==> src/rtl/swz_pkg.sv <==
package swz_pkg;
  localparam int BE_W = 16;
  typedef struct packed {
    logic load;
    logic step;
  } swz_strobe_t;
endpackage

==> src/rtl/swz_ctrl.sv <==
module swz_ctrl
  import swz_pkg::*;
(
  input  logic        clk,
  input  logic        rstN,
  input  logic        reqValid,
  input  logic        reqBad,
  input  logic [3:0]  reqCount,
  input  logic        memReady,
  output logic        reqReady,
  output logic        memValid,
  output logic        memLast,
  output logic        errFlag,
  output swz_strobe_t strobe
);
  logic       busy;
  logic [3:0] remain;
  logic       accept;
  logic       fire;

  assign accept      = reqValid && !busy;
  assign fire        = busy && memReady;
  assign reqReady    = !busy;
  assign memValid    = busy;
  assign memLast     = busy && (remain == 4'd0);
  assign strobe.load = accept && !reqBad;
  assign strobe.step = fire && (remain != 4'd0);

  always_ff @(posedge clk) begin
    if (!rstN) begin
      busy    <= 1'b0;
      remain  <= 4'd0;
      errFlag <= 1'b0;
    end else begin
      errFlag <= accept && reqBad;
      if (strobe.load) begin
        busy   <= 1'b1;
        remain <= reqCount - 4'd1;
      end else if (fire) begin
        if (remain == 4'd0) busy <= 1'b0;
        else remain <= remain - 4'd1;
      end
    end
  end

  assert_last_ends_R5: assert property (@(posedge clk) disable iff (!rstN)
    (memValid && memReady && memLast) |=> !memValid);

  assert_err_no_req_R6: assert property (@(posedge clk) disable iff (!rstN)
    errFlag |-> !memValid);
endmodule

==> src/rtl/swz_datapath.sv <==
module swz_datapath
  import swz_pkg::*;
#(
  parameter int ADDR_W = 32,
  parameter int OFS_W  = 20,
  parameter int LANE_W = 6
) (
  input  logic              clk,
  input  logic              rstN,
  input  swz_strobe_t       strobe,
  input  logic [ADDR_W-1:0] baseAddr,
  input  logic [ADDR_W-1:0] waveOffset,
  input  logic [LANE_W-1:0] laneIdx,
  input  logic [OFS_W-1:0]  privOffset,
  input  logic [2:0]        accSize,
  input  logic [1:0]        elemCode,
  output logic              reqBad,
  output logic [3:0]        reqCount,
  output logic [ADDR_W-1:0] memAddr,
  output logic [BE_W-1:0]   memByteEn
);
  localparam logic [OFS_W-1:0] OFS_ONE = OFS_W'(1);
  localparam logic [BE_W:0]    BE_ONE  = (BE_W+1)'(1);

  logic [2:0]        eShift;
  logic [4:0]        elemBytes;
  logic [4:0]        accBytes;
  logic [OFS_W-1:0]  alignMask;
  logic [OFS_W-1:0]  elemIdx;
  logic [3:0]        byteIn;
  logic [ADDR_W-1:0] addrNext;
  logic [ADDR_W-1:0] strideNext;
  logic [BE_W:0]     elemOnes;
  logic [BE_W:0]     accOnes;
  logic [BE_W-1:0]   beNext;
  logic [ADDR_W-1:0] addrReg;
  logic [ADDR_W-1:0] strideReg;
  logic [BE_W-1:0]   beReg;

  always_comb begin
    eShift     = {1'b0, elemCode} + 3'd1;
    elemBytes  = 5'd1 << eShift;
    accBytes   = (accSize > 3'd4) ? 5'd1 : (5'd1 << accSize);
    alignMask  = (OFS_ONE << accSize) - OFS_ONE;
    reqBad     = (accSize > 3'd4) || ((privOffset & alignMask) != '0);
    reqCount   = (accSize > eShift) ? (4'd1 << (accSize - eShift)) : 4'd1;
    elemIdx    = privOffset >> eShift;
    byteIn     = privOffset[3:0] & 4'(elemBytes - 5'd1);
    strideNext = ADDR_W'(1) << (LANE_W + int'(eShift));
    addrNext   = baseAddr + waveOffset
               + (ADDR_W'(elemIdx) << (LANE_W + int'(eShift)))
               + (ADDR_W'(laneIdx) << eShift)
               + ADDR_W'(byteIn);
    elemOnes   = (BE_ONE << elemBytes) - BE_ONE;
    accOnes    = (BE_ONE << accBytes) - BE_ONE;
    beNext     = (accSize >= eShift) ? elemOnes[BE_W-1:0]
                                     : (accOnes[BE_W-1:0] << byteIn);
  end

  always_ff @(posedge clk) begin
    if (!rstN) begin
      addrReg   <= '0;
      strideReg <= '0;
      beReg     <= '0;
    end else if (strobe.load) begin
      addrReg   <= addrNext;
      strideReg <= strideNext;
      beReg     <= beNext;
    end else if (strobe.step) begin
      addrReg <= addrReg + strideReg;
    end
  end

  assign memAddr   = addrReg;
  assign memByteEn = beReg;

  assert_stride_pow2_R1: assert property (@(posedge clk) disable iff (!rstN)
    strobe.load |=> ($countones(strideReg) == 1));
endmodule

==> src/rtl/swz_scratch_agu.sv <==
module swz_scratch_agu
  import swz_pkg::*;
#(
  parameter int ADDR_W = 32,
  parameter int OFS_W  = 20,
  parameter int LANES  = 64,
  localparam int LANE_W = $clog2(LANES)
) (
  input  logic              clk,
  input  logic              rstN,
  input  logic              reqValid,
  output logic              reqReady,
  input  logic [ADDR_W-1:0] baseAddr,
  input  logic [ADDR_W-1:0] waveOffset,
  input  logic [LANE_W-1:0] laneIdx,
  input  logic [OFS_W-1:0]  privOffset,
  input  logic [2:0]        accSize,
  input  logic [1:0]        elemCode,
  output logic              memValid,
  input  logic              memReady,
  output logic [ADDR_W-1:0] memAddr,
  output logic [BE_W-1:0]   memByteEn,
  output logic              memLast,
  output logic              errFlag
);
  swz_strobe_t strobe;
  logic        reqBad;
  logic [3:0]  reqCount;

  swz_ctrl ctrl_i (
    .clk(clk), .rstN(rstN), .reqValid(reqValid), .reqBad(reqBad),
    .reqCount(reqCount), .memReady(memReady), .reqReady(reqReady),
    .memValid(memValid), .memLast(memLast), .errFlag(errFlag), .strobe(strobe)
  );

  swz_datapath #(.ADDR_W(ADDR_W), .OFS_W(OFS_W), .LANE_W(LANE_W)) dp_i (
    .clk(clk), .rstN(rstN), .strobe(strobe), .baseAddr(baseAddr),
    .waveOffset(waveOffset), .laneIdx(laneIdx), .privOffset(privOffset),
    .accSize(accSize), .elemCode(elemCode), .reqBad(reqBad),
    .reqCount(reqCount), .memAddr(memAddr), .memByteEn(memByteEn)
  );

  assert_hold_R7: assert property (@(posedge clk) disable iff (!rstN)
    (memValid && !memReady) |=> (memValid && $stable(memAddr)
                                 && $stable(memByteEn) && $stable(memLast)));

  assert_step_R4: assert property (@(posedge clk) disable iff (!rstN)
    (memValid && memReady && !memLast) |=>
      (memValid && ($countones(memAddr - $past(memAddr)) == 1) && $stable(memByteEn)));

  assert_be_nonzero_R3: assert property (@(posedge clk) disable iff (!rstN)
    memValid |-> (memByteEn != '0));
endmodule

==> config.mk <==
export PLATFORM = sky130hd
export DESIGN_NAME = swz_scratch_agu
export DESIGN_NICKNAME = d
export VERILOG_FILES = /design/src/rtl/swz_pkg.sv /design/src/rtl/swz_ctrl.sv /design/src/rtl/swz_datapath.sv /design/src/rtl/swz_scratch_agu.sv
export SDC_FILE = /design/constraint.sdc
export NUM_CORES = 1
export LEC_CHECK = 0
export BUFFER_PORTS_ARGS = -buffer_cell sky130_fd_sc_hd__buf_2
export CORE_AREA = 2 2 198 200
export DETAILED_ROUTE_END_ITERATION = 10
export DIE_AREA = 0 0 200 202
export GPL_TIMING_DRIVEN = 0
export PLACE_DENSITY = 0.43
export SYNTH_ARGS = -nofsm -noshare
export SYNTH_HDL_FRONTEND = slang
export SYNTH_SLANG_ARGS = --single-unit
==> constraint.sdc <==
create_clock -name clk -period 15.1 [get_ports clk]
set_input_delay 0.755 -clock clk [delete_from_list [all_inputs] [get_ports clk]]
set_output_delay 0.755 -clock clk [all_outputs]
set_load 0.005 [all_outputs]
==> impl_metrics.env, run 1 <==
export IMPL_slew_headroom_pct=50.2
export IMPL_period_share_pct=49.2
export IMPL_drive_gt1_share_pct=14.2
export IMPL_synth_top_area_cell="ha_1"
export IMPL_yosysTopAreaCellShare_pct=14.7
export IMPL_dpl_hpwl_mm=31.4
export IMPL_synth_edf_count=0
export IMPL_skew_ns=0.0146
export IMPL_synthFlopType="dfxtp_1"
export IMPL_dieArea_sq_um=40400
export IMPL_synthMuxAreaShare_pct=3.69
export IMPL_grt_max_degree=14
export IMPL_layout_min_cycle_time_ns=7.44
export IMPL_die_h_um=202
export IMPL_ios=151
export IMPL_cts_root_buf="clkbuf_16"
export IMPL_hold_class="flip-flop to flip-flop"
export IMPL_nets=1727
export IMPL_antenna_cells=0
export IMPL_synth_xor_area_share_pct=5.90
export IMPL_die_x_um=200
export IMPL_clk_latency_ns=0.34
export IMPL_tritoncts="done"
export IMPL_cts_sinks=70
export IMPL_hold_buffers=0
export IMPL_post_route_util_pct=30.0
export IMPL_power_density_nw_per_um2=94.5
export IMPL_cts_repair_resized=0
export IMPL_status="complete, no violations"
export IMPL_final_hold_violation_count=0
export IMPL_numCtsBuffers=9
export IMPL_wl_per_cell_um=18.7
export IMPL_first_pass_iters=5
export IMPL_cp_start_kind="input port"
export IMPL_p_leak_nw=5.23
export IMPL_ys_seq_area_share_pct=14.3
export IMPL_nFillCells=4263
export IMPL_synth_compound_area_share_pct=24.6
export IMPL_syn_inst=1308
export IMPL_start_util_pct=25.6
export IMPL_synth_net_count=1567
export IMPL_grt_pass1_wl_mm=57.1
export IMPL_grt_total_usage_pct=18.4
export IMPL_synth_top_family_by_area="compound AO/OA/AOI/OAI gates"
export IMPL_fin_tns_setup_ns=0
export IMPL_cts_setup_buffers=0
export IMPL_max_stage_delay_ns=0.58
export IMPL_setup_viol=0
export IMPL_drc=0
export IMPL_synth_top_cells_by_area="ha_1 (15%), dfxtp_1 (14%), fa_1 (9.2%)"
export IMPL_syn_to_final_growth_pct=17.3
export IMPL_worstPathArrival_ns=7.66
export IMPL_worstMarginPinSlew_ns=0.746
export IMPL_yosysWarnings=0
export IMPL_coreArea_sq_um=38300
export IMPL_ant_nets=0
export IMPL_path_clk_slew_ns=0.06
export IMPL_setup_worst_path_end_class="flip-flop"
export IMPL_synthAdderAreaFrac_pct=24.1
export IMPL_ys_seq_elements=70
export IMPL_syn_area_sq_um=9810
export IMPL_async_flop_share_pct=0
export IMPL_syn_area_per_cell_sq_um=7.50
export IMPL_rsz0062_at_grt="no"
export IMPL_htree_levels=3
export IMPL_antenna_found_initial=0
export IMPL_crit_slowest_cell="or4b_4"
export IMPL_max_freq_ghz=0.134
export IMPL_cpMostUsedCell="fa_1"
export IMPL_critPathMaxFanout=10
export IMPL_portBuffers=149
export IMPL_register_area_sq_um=1400
export IMPL_gp_congestion=0.869
export IMPL_cap_violations=0
export IMPL_drt_wl_total_mm=37.2
export IMPL_worstPathRequired_ns=15.32
export IMPL_synth_distinct_cells=75
export IMPL_grt_pass1_vias=9608
export IMPL_multiInputGateArea_sq_um=7660
export IMPL_drt_initial_drc_count=744
export IMPL_rows=72
export IMPL_synthSimpleGateAreaFrac_pct=19.8
export IMPL_total_power_mw=1.09
export IMPL_slew_viol_final=0
export IMPL_critPathKind="input port to flip-flop"
export IMPL_max_vdd_ir_drop_v=0.0000434
export IMPL_vias=9907
export IMPL_clockBufferDepth=2
export IMPL_synth_most_common_cell="nand2_1"
export IMPL_overflow=0
export IMPL_synth_top_cells_by_count="nand2_1 (133), inv_1 (122), ha_1 (115), a21oi_1 (109), nor2_1 (95)"
export IMPL_routed_via_density=4.98
-- cells by family after synthesis --
| kind of cell | count (synthesis) |
|---|---|
| fa+ha+maj | 162 |
| other cells | 1 |
| xor+xnor | 66 |
| compound gates | 378 |
| mux | 34 |
| flops | 70 |
| simple gates | 406 |
| buf+inv | 191 |
-- routing by layer --
layer,vias to the layer above,routed length (um),GRT usage (%)
met5,-,0,0
met4,0,406,3.52
met3,26,1240,1.17
met2,250,16900,29.7
met1,4682,18600,26.9
li1,4949,-,-
-- sequential cells by signal, summed over array words and instances, names as in the netlist --
register	count
ctrl_i.remain	4
dp_i.memByteEn	16
dp_i.strideReg	16
dp_i.memAddr	32
ctrl_i.memValid	1
ctrl_i.errFlag	1
-- report_power, final --
| part | switching (mW) | internal [mW] |
|---|---|---|
| clock network | 0.0911 | 0.128 |
| logic | 0.419 | 0.259 |
| registers | 0.00236 | 0.187 |
-- placed cells by master (no fill, tap or decap), types with 32 or more instances in the layout --
cell and count:
a21oi_1 109, buf_2 165, clkbuf_1 38, dfxtp_1 70, fa_1 45, ha_1 115, inv_1 122, nand2_1 133
nand3_1 45, nor2_1 95, o21ai_0 77, xnor2_1 34, xor2_1 32
-- worst max-delay path: cells and delay by family --
kind / cells / cell delay (ns)
buffers and inverters: 9 / 2.24
adders and majority gates: 5 / 2.36
xor gates and xnor gates: 1 / 0.19
and+or+nand+nor: 5 / 1.17
AOI/OAI and AO/OA: 5 / 0.93
-- metrics by stage --
stage / area, sq um / cells / hold WS, ns / setup WS, ns
final: 11500 / 1991 / 0.468 / 7.66
after CTS: 11500 / 1991 / 0.468 / 7.66
after global routing: 11500 / 1991 / 0.490 / 7.10
after global placement: 11200 / 1975 / 0.450 / 7.33
after floorplan: 9810 / 1308 / 0.434 / 8.62
after detailed placement: 11200 / 1975 / 0.459 / 7.32
-- layout make-up --
type,instances,share of cell area (%)
buffer,66,2.43
timing repair buffer,149,6.49
sequential,70,12.2
clock inverter,7,0.642
clock buffer,9,1.96
inverter,125,4.08
tap,518,5.64
multi-input combinational,1047,66.6
-- final timing paths --
path / cells past startpoint / start / slack [ns] / endpoint
hold reg to reg: 2 / dp_i.strideReg[4] / 0.47 / dp_i.strideReg[4]
hold / removal: 2 / dp_i.strideReg[4] / 0.47 / dp_i.strideReg[4]
setup / recovery: 25 / elemCode[0] / 7.66 / dp_i.memAddr[29]
setup reg to reg: 11 / dp_i.memAddr[0] / 11.96 / dp_i.memAddr[26]
Power figures use the tool's default switching activity.
==> inputs of run 2 (changes only) <==
- ABC_AREA: unset -> 1
- CORE_AREA: 2 2 198 200 -> 2 2 204 206
- DIE_AREA: 0 0 200 202 -> 0 0 206 208
- PLACE_DENSITY: 0.43 -> 0.45
- clock period: 15.1 -> 6.6 ns (I/O delays scaled with it)
==> run 2 against run 1 <==
Effect of this change:
- clock-buffer cell count rose by 1
- synthesized cell count rose by 30%
- critical path depth rose by 4
- sequential share of layout area fell by 0.75 points
- wire length rose by 12%
- via count rose by 18%
- largest cell class unchanged
==> impl_metrics.env, run 2 <==
export IMPL_max_vdd_ir_drop_v=0.000115
export IMPL_ys_seq_area_share_pct=13.3
export IMPL_ios=151
export IMPL_syn_area_per_cell_sq_um=6.19
export IMPL_period_share_pct=92.8
export IMPL_grt_pass1_wl_mm=64.8
export IMPL_nets=2121
export IMPL_slew_viol_final=0
export IMPL_worstPathArrival_ns=6.39
export IMPL_yosysWarnings=0
export IMPL_drt_initial_drc_count=570
export IMPL_slew_headroom_pct=47.2
export IMPL_dieArea_sq_um=42800
export IMPL_coreArea_sq_um=40600
export IMPL_wl_met2_mm=20.2
export IMPL_grt_pass1_vias=11700
export IMPL_syn_inst=1697
export IMPL_ant_nets=0
export IMPL_largest_register_ffs=32
export IMPL_mostFrequentLayoutCell="nand2_1"
export IMPL_wl_per_cell_um=17.4
export IMPL_total_power_mw=2.43
export IMPL_clockBufferDepth=2
export IMPL_syn_area_sq_um=10500
export IMPL_first_pass_iters=5
export IMPL_clk_latency_ns=0.34
export IMPL_fin_tns_setup_ns=0
export IMPL_switching_share_pct=50.9
export IMPL_synth_edf_count=0
export IMPL_portBuffers=149
export IMPL_final_hold_violation_count=0
export IMPL_synth_top_cells_by_count="nand2_1 (430), inv_1 (215), o21ai_0 (170), nand3_1 (140), a21oi_1 (128)"
export IMPL_hold_buffers=0
export IMPL_cpMostUsedCell="buf_2"
export IMPL_internal_power_mw=1.19
export IMPL_nFillCells=4732
export IMPL_status="complete, no violations"
export IMPL_routed_via_density=4.85
export IMPL_max_freq_ghz=0.163
export IMPL_synth_distinct_cells=52
export IMPL_rows=74
export IMPL_yosysTopAreaCellShare_pct=15.4
export IMPL_p_leak_nw=6.21
export IMPL_power_frac_seq_pct=17.8
export IMPL_design_area_sq_um=12200
export IMPL_htree_levels=3
export IMPL_grt_total_usage_pct=19.5
export IMPL_synth_top_area_cell="nand2_1"
export IMPL_p_clk_share_pct=18.7
export IMPL_numCtsBuffers=9
export IMPL_drive_gt1_share_pct=12.2
export IMPL_hold_class="input port to flip-flop"
export IMPL_dpl_cell_area_sq_um=11900
export IMPL_syn_to_final_growth_pct=16.6
export IMPL_antenna_found_initial=1
export IMPL_start_util_pct=25.9
export IMPL_gp_congestion=0.903
export IMPL_max_stage_delay_ns=0.55
export IMPL_power_density_nw_per_um2=198
export IMPL_p_comb_share_pct=63.5
export IMPL_worstMarginPinSlew_ns=0.785
export IMPL_synth_net_count=1956
export IMPL_drc=0
export IMPL_layout_min_cycle_time_ns=6.12
export IMPL_ys_seq_elements=70
export IMPL_path_clk_slew_ns=0.06
export IMPL_wl_met3_mm=1.53
export IMPL_vias=11600
export IMPL_skew_ns=0.00746
export IMPL_most_common_layout_cells="nand2_1 (430), inv_1 (214), buf_2 (169)"
export IMPL_dpl_hpwl_mm=35.8
export IMPL_synthFlopType="dfxtp_1"
export IMPL_setup_worst_path_end_class="flip-flop"
export IMPL_critPathMaxFanout=14
export IMPL_setup_viol=0
export IMPL_grt_max_degree=15
export IMPL_die_x_um=206
export IMPL_tritoncts="done"
export IMPL_cts_sinks=70
export IMPL_die_h_um=208
export IMPL_routed_top_layer="met5"
export IMPL_cp_start_kind="input port"
export IMPL_wl_met1_mm=19.3
export IMPL_synth_top_cells_by_area="nand2_1 (15%), ha_1 (14%), dfxtp_1 (13%)"
export IMPL_rsz0062_at_grt="no"
export IMPL_critPathKind="input port to flip-flop"
export IMPL_placed_cells=2379
export IMPL_overflow=0
export IMPL_holdWs_ns=0.350
export IMPL_antenna_cells=0
export IMPL_instances_no_fill=2399
export IMPL_cts_root_buf="clkbuf_16"
export IMPL_drt_wl_total_mm=41.7
export IMPL_switchingPower_mw=1.24
export IMPL_worstPathRequired_ns=6.87
export IMPL_cap_violations=0
export IMPL_synth_most_common_cell="nand2_1"
export IMPL_crit_slowest_cell="fa_1"
export IMPL_async_flop_share_pct=0
run 2: metal layers:
metal | GRT usage (%) | vias up
met5 | 0 | -
met4 | 3.28 | 2
met3 | 2.32 | 38
met2 | 34.2 | 254
met1 | 25.9 | 5397
li1 | - | 5950
run 2: power groups by stage:
stage | Combinational (mW) | Sequential, mW | Clock [mW]
floorplan | 1.05 | 0.440 | 0
global placement | 1.54 | 0.441 | 0
detailed placement | 1.54 | 0.441 | 0
CTS | 1.55 | 0.432 | 0.468
global route | 1.76 | 0.432 | 0.484
finish | 1.54 | 0.432 | 0.454
run 2: through the flow:
step	util (%)	setup slack, ns
6_report	30.2	0.477
5_1_grt	30.2	0.0502
3_5_place_dp	29.4	-0.864
3_3_place_gp	29.4	-0.761
4_1_cts	30.1	0.00442
2_1_floorplan	-	0.774
run 2: final timing paths:
| kind | startpoint | endpoint | slack, ns | depth (start not counted) |
|---|---|---|---|---|
| max | elemCode[0] | dp_i.memAddr[20] | 0.48 | 29 |
| min | reqValid | ctrl_i.errFlag | 0.35 | 3 |
| max reg2reg | dp_i.memAddr[0] | dp_i.memAddr[26] | 3.63 | 13 |
| min reg2reg | dp_i.strideReg[15] | dp_i.strideReg[15] | 0.46 | 2 |
run 2: cell families after synthesis:
group / synth area share [%]
adders and majority gates: 22.3
xor gates and xnor gates: 3.00
AOI/OAI and AO/OA: 19.0
DFF: 13.3
muxes: 0.953
other: 0.0357
and+or+nand+nor: 30.8
buffers and inverters: 10.6
run 2: worst max-delay path: cells and delay by family:
| kind | cells | cell delay [ns] |
|---|---|---|
| AO/OA/AOI/OAI | 7 | 1.35 |
| adder cells (fa/ha/maj) | 5 | 2.25 |
| AND/OR/NAND/NOR | 6 | 0.72 |
| buffers and inverters | 11 | 1.71 |
run 2: timing repair:
item,4_1_cts,5_1_grt
gates resized for setup,4,4
setup buffers,0,5
endpoints found under the setup margin,13,18
run 2: layout make-up:
| type | instances | area [sq um] | share of cell area (%) |
|---|---|---|---|
| Buffer | 58 | 267 | 2.18 |
| Clock buffer | 10 | 229 | 1.87 |
| Clock inverter | 6 | 38.8 | 0.317 |
| Inverter | 227 | 860 | 7.02 |
| Multi-Input combinational cell | 1341 | 8000 | 65.3 |
| Sequential cell | 70 | 1400 | 11.4 |
| Tap cell | 532 | 666 | 5.43 |
| Timing Repair Buffer | 155 | 791 | 6.46 |
==> inputs of run 3 (changes only) <==
- CTS_CLUSTER_DIAMETER: unset -> 50
- SETUP_SLACK_MARGIN: unset -> 0.5
==> run 3 against run 2 <==
Effect of this change:
- critical path depth decreased by 1
- clock skew about the same
- cell count decreased by 0.17%
- via count increased by 0.21%
==> impl_metrics.env, run 3 (synthesis results as in run 2) <==
export IMPL_rows=74
export IMPL_vias=11700
export IMPL_worstMarginPinSlew_ns=0.790
export IMPL_drt_initial_drc_count=545
export IMPL_skew_ns=0.00720
export IMPL_most_common_layout_cells="nand2_1 (429), inv_1 (214), buf_2 (167), o21ai_0 (167), nand3_1 (139)"
export IMPL_dieArea_sq_um=42800
export IMPL_critPathKind="input port to flip-flop"
export IMPL_cap_violations=0
export IMPL_slew_viol_final=0
export IMPL_setup_viol=0
export IMPL_drt_wl_total_mm=41.7
export IMPL_cp_start_kind="input port"
export IMPL_grt_max_degree=15
export IMPL_portBuffers=149
export IMPL_grt_pass1_wl_mm=64.8
export IMPL_overflow=0
export IMPL_antenna_cells=0
export IMPL_die_x_um=206
export IMPL_coreArea_sq_um=40600
export IMPL_grt_total_usage_pct=19.6
export IMPL_cts_root_buf="clkbuf_16"
export IMPL_p_leak_nw=6.21
export IMPL_first_pass_iters=7
export IMPL_clk_latency_ns=0.34
export IMPL_power_density_nw_per_um2=199
export IMPL_start_util_pct=25.9
export IMPL_period_share_pct=88.0
export IMPL_status="complete, no violations"
export IMPL_nFillCells=4722
export IMPL_holdWs_ns=0.345
export IMPL_nets=2117
export IMPL_post_route_util_pct=30.3
export IMPL_max_vdd_ir_drop_v=0.000115
export IMPL_cts_sinks=70
export IMPL_routed_via_density=4.87
export IMPL_pre_cts_ws_ns=-0.864
export IMPL_grt_pass1_vias=11700
export IMPL_worstPathRequired_ns=6.85
export IMPL_ant_nets=0
export IMPL_design_area_sq_um=12300
export IMPL_ios=151
export IMPL_die_h_um=208
export IMPL_fin_tns_setup_ns=0
export IMPL_tritoncts="done"
export IMPL_placed_cells=2379
export IMPL_instances_no_fill=2395
export IMPL_drc=0
export IMPL_worstPathArrival_ns=6.06
export IMPL_max_freq_ghz=0.172
export IMPL_dpl_hpwl_mm=35.8
export IMPL_slew_headroom_pct=46.9
export IMPL_critPathMaxFanout=14
export IMPL_mostFrequentLayoutCell="nand2_1"
export IMPL_gp_congestion=0.903
export IMPL_setup_slack_ns=0.790
export IMPL_syn_to_final_growth_pct=16.9
export IMPL_setup_worst_path_end_class="flip-flop"
export IMPL_layout_min_cycle_time_ns=5.81
export IMPL_wl_per_cell_um=17.4
export IMPL_largest_register_ffs=32
export IMPL_rsz0062_at_grt="yes"
export IMPL_drive_gt1_share_pct=12.3
export IMPL_clockBufferDepth=2
export IMPL_antenna_found_initial=1
export IMPL_dpl_cell_area_sq_um=11900
export IMPL_path_clk_slew_ns=0.06
export IMPL_hold_buffers=0
export IMPL_final_hold_violation_count=0
export IMPL_hold_class="input port to flip-flop"
export IMPL_numCtsBuffers=9
export IMPL_htree_levels=3
export IMPL_total_power_mw=2.45
-- run 3: critical path: stages --
cell and delay (ns):
buf_2 0.17, buf_6 0.17, inv_4 0.07, clkbuf_4 0.19, buf_6 0.18, ha_1 0.28, clkbuf_4 0.17, inv_2 0.07
clkbuf_8 0.16, buf_4 0.17, o21ai_0 0.43, nand2_1 0.14, fa_1 0.50, inv_1 0.05, fa_1 0.49, fa_1 0.56
inv_1 0.07, fa_1 0.51, o21ai_0 0.49, a21oi_1 0.13, inv_1 0.16, nand4_1 0.12, nand2_1 0.08, nand2_1 0.05
nand3_1 0.10, nand3_1 0.08, nand2_1 0.06, inv_1 0.03
-- run 3: path summary, 6_finish.rpt --
check | from | end | slack, ns | depth (start not counted)
worst min-delay path | reqValid | ctrl_i.errFlag | 0.34 | 3
worst max-delay path | elemCode[0] | dp_i.memAddr[29] | 0.79 | 28
worst max register to register | dp_i.memAddr[0] | dp_i.memAddr[22] | 3.62 | 13
worst min register to register | dp_i.strideReg[15] | dp_i.strideReg[15] | 0.46 | 2
-- run 3: final cells by class --
type | instances | area, sq um | share of cell area, %
Timing Repair Buffer | 150 | 753 | 6.14
Inverter | 227 | 858 | 6.99
Sequential cell | 70 | 1400 | 11.4
Tap cell | 532 | 666 | 5.42
Multi-Input combinational cell | 1341 | 8030 | 65.4
Clock buffer | 10 | 229 | 1.87
Clock inverter | 6 | 38.8 | 0.316
Buffer | 59 | 299 | 2.44
-- run 3: power by group --
group          internal (mW)  switching (mW)  leakage, nW
combinational          0.521            1.04         5.52
sequential             0.427         0.00478        0.564
clock                  0.253           0.202        0.128
-- run 3: timing repair --
item,in CTS,in global routing
pin swaps,0,2
setup buffers,0,0
setup endpoints to repair,26,18
resized for setup,14,15
-- run 3: routing by layer --
| layer | track usage, % | part of all wire [%] | vias up |
|---|---|---|---|
| met5 | 0 | 0.031 | - |
| met4 | 3.28 | 1.6 | 2 |
| met3 | 2.32 | 3.7 | 41 |
| met2 | 34.2 | 48 | 253 |
| met1 | 25.9 | 46 | 5431 |
| li1 | - | - | 5939 |
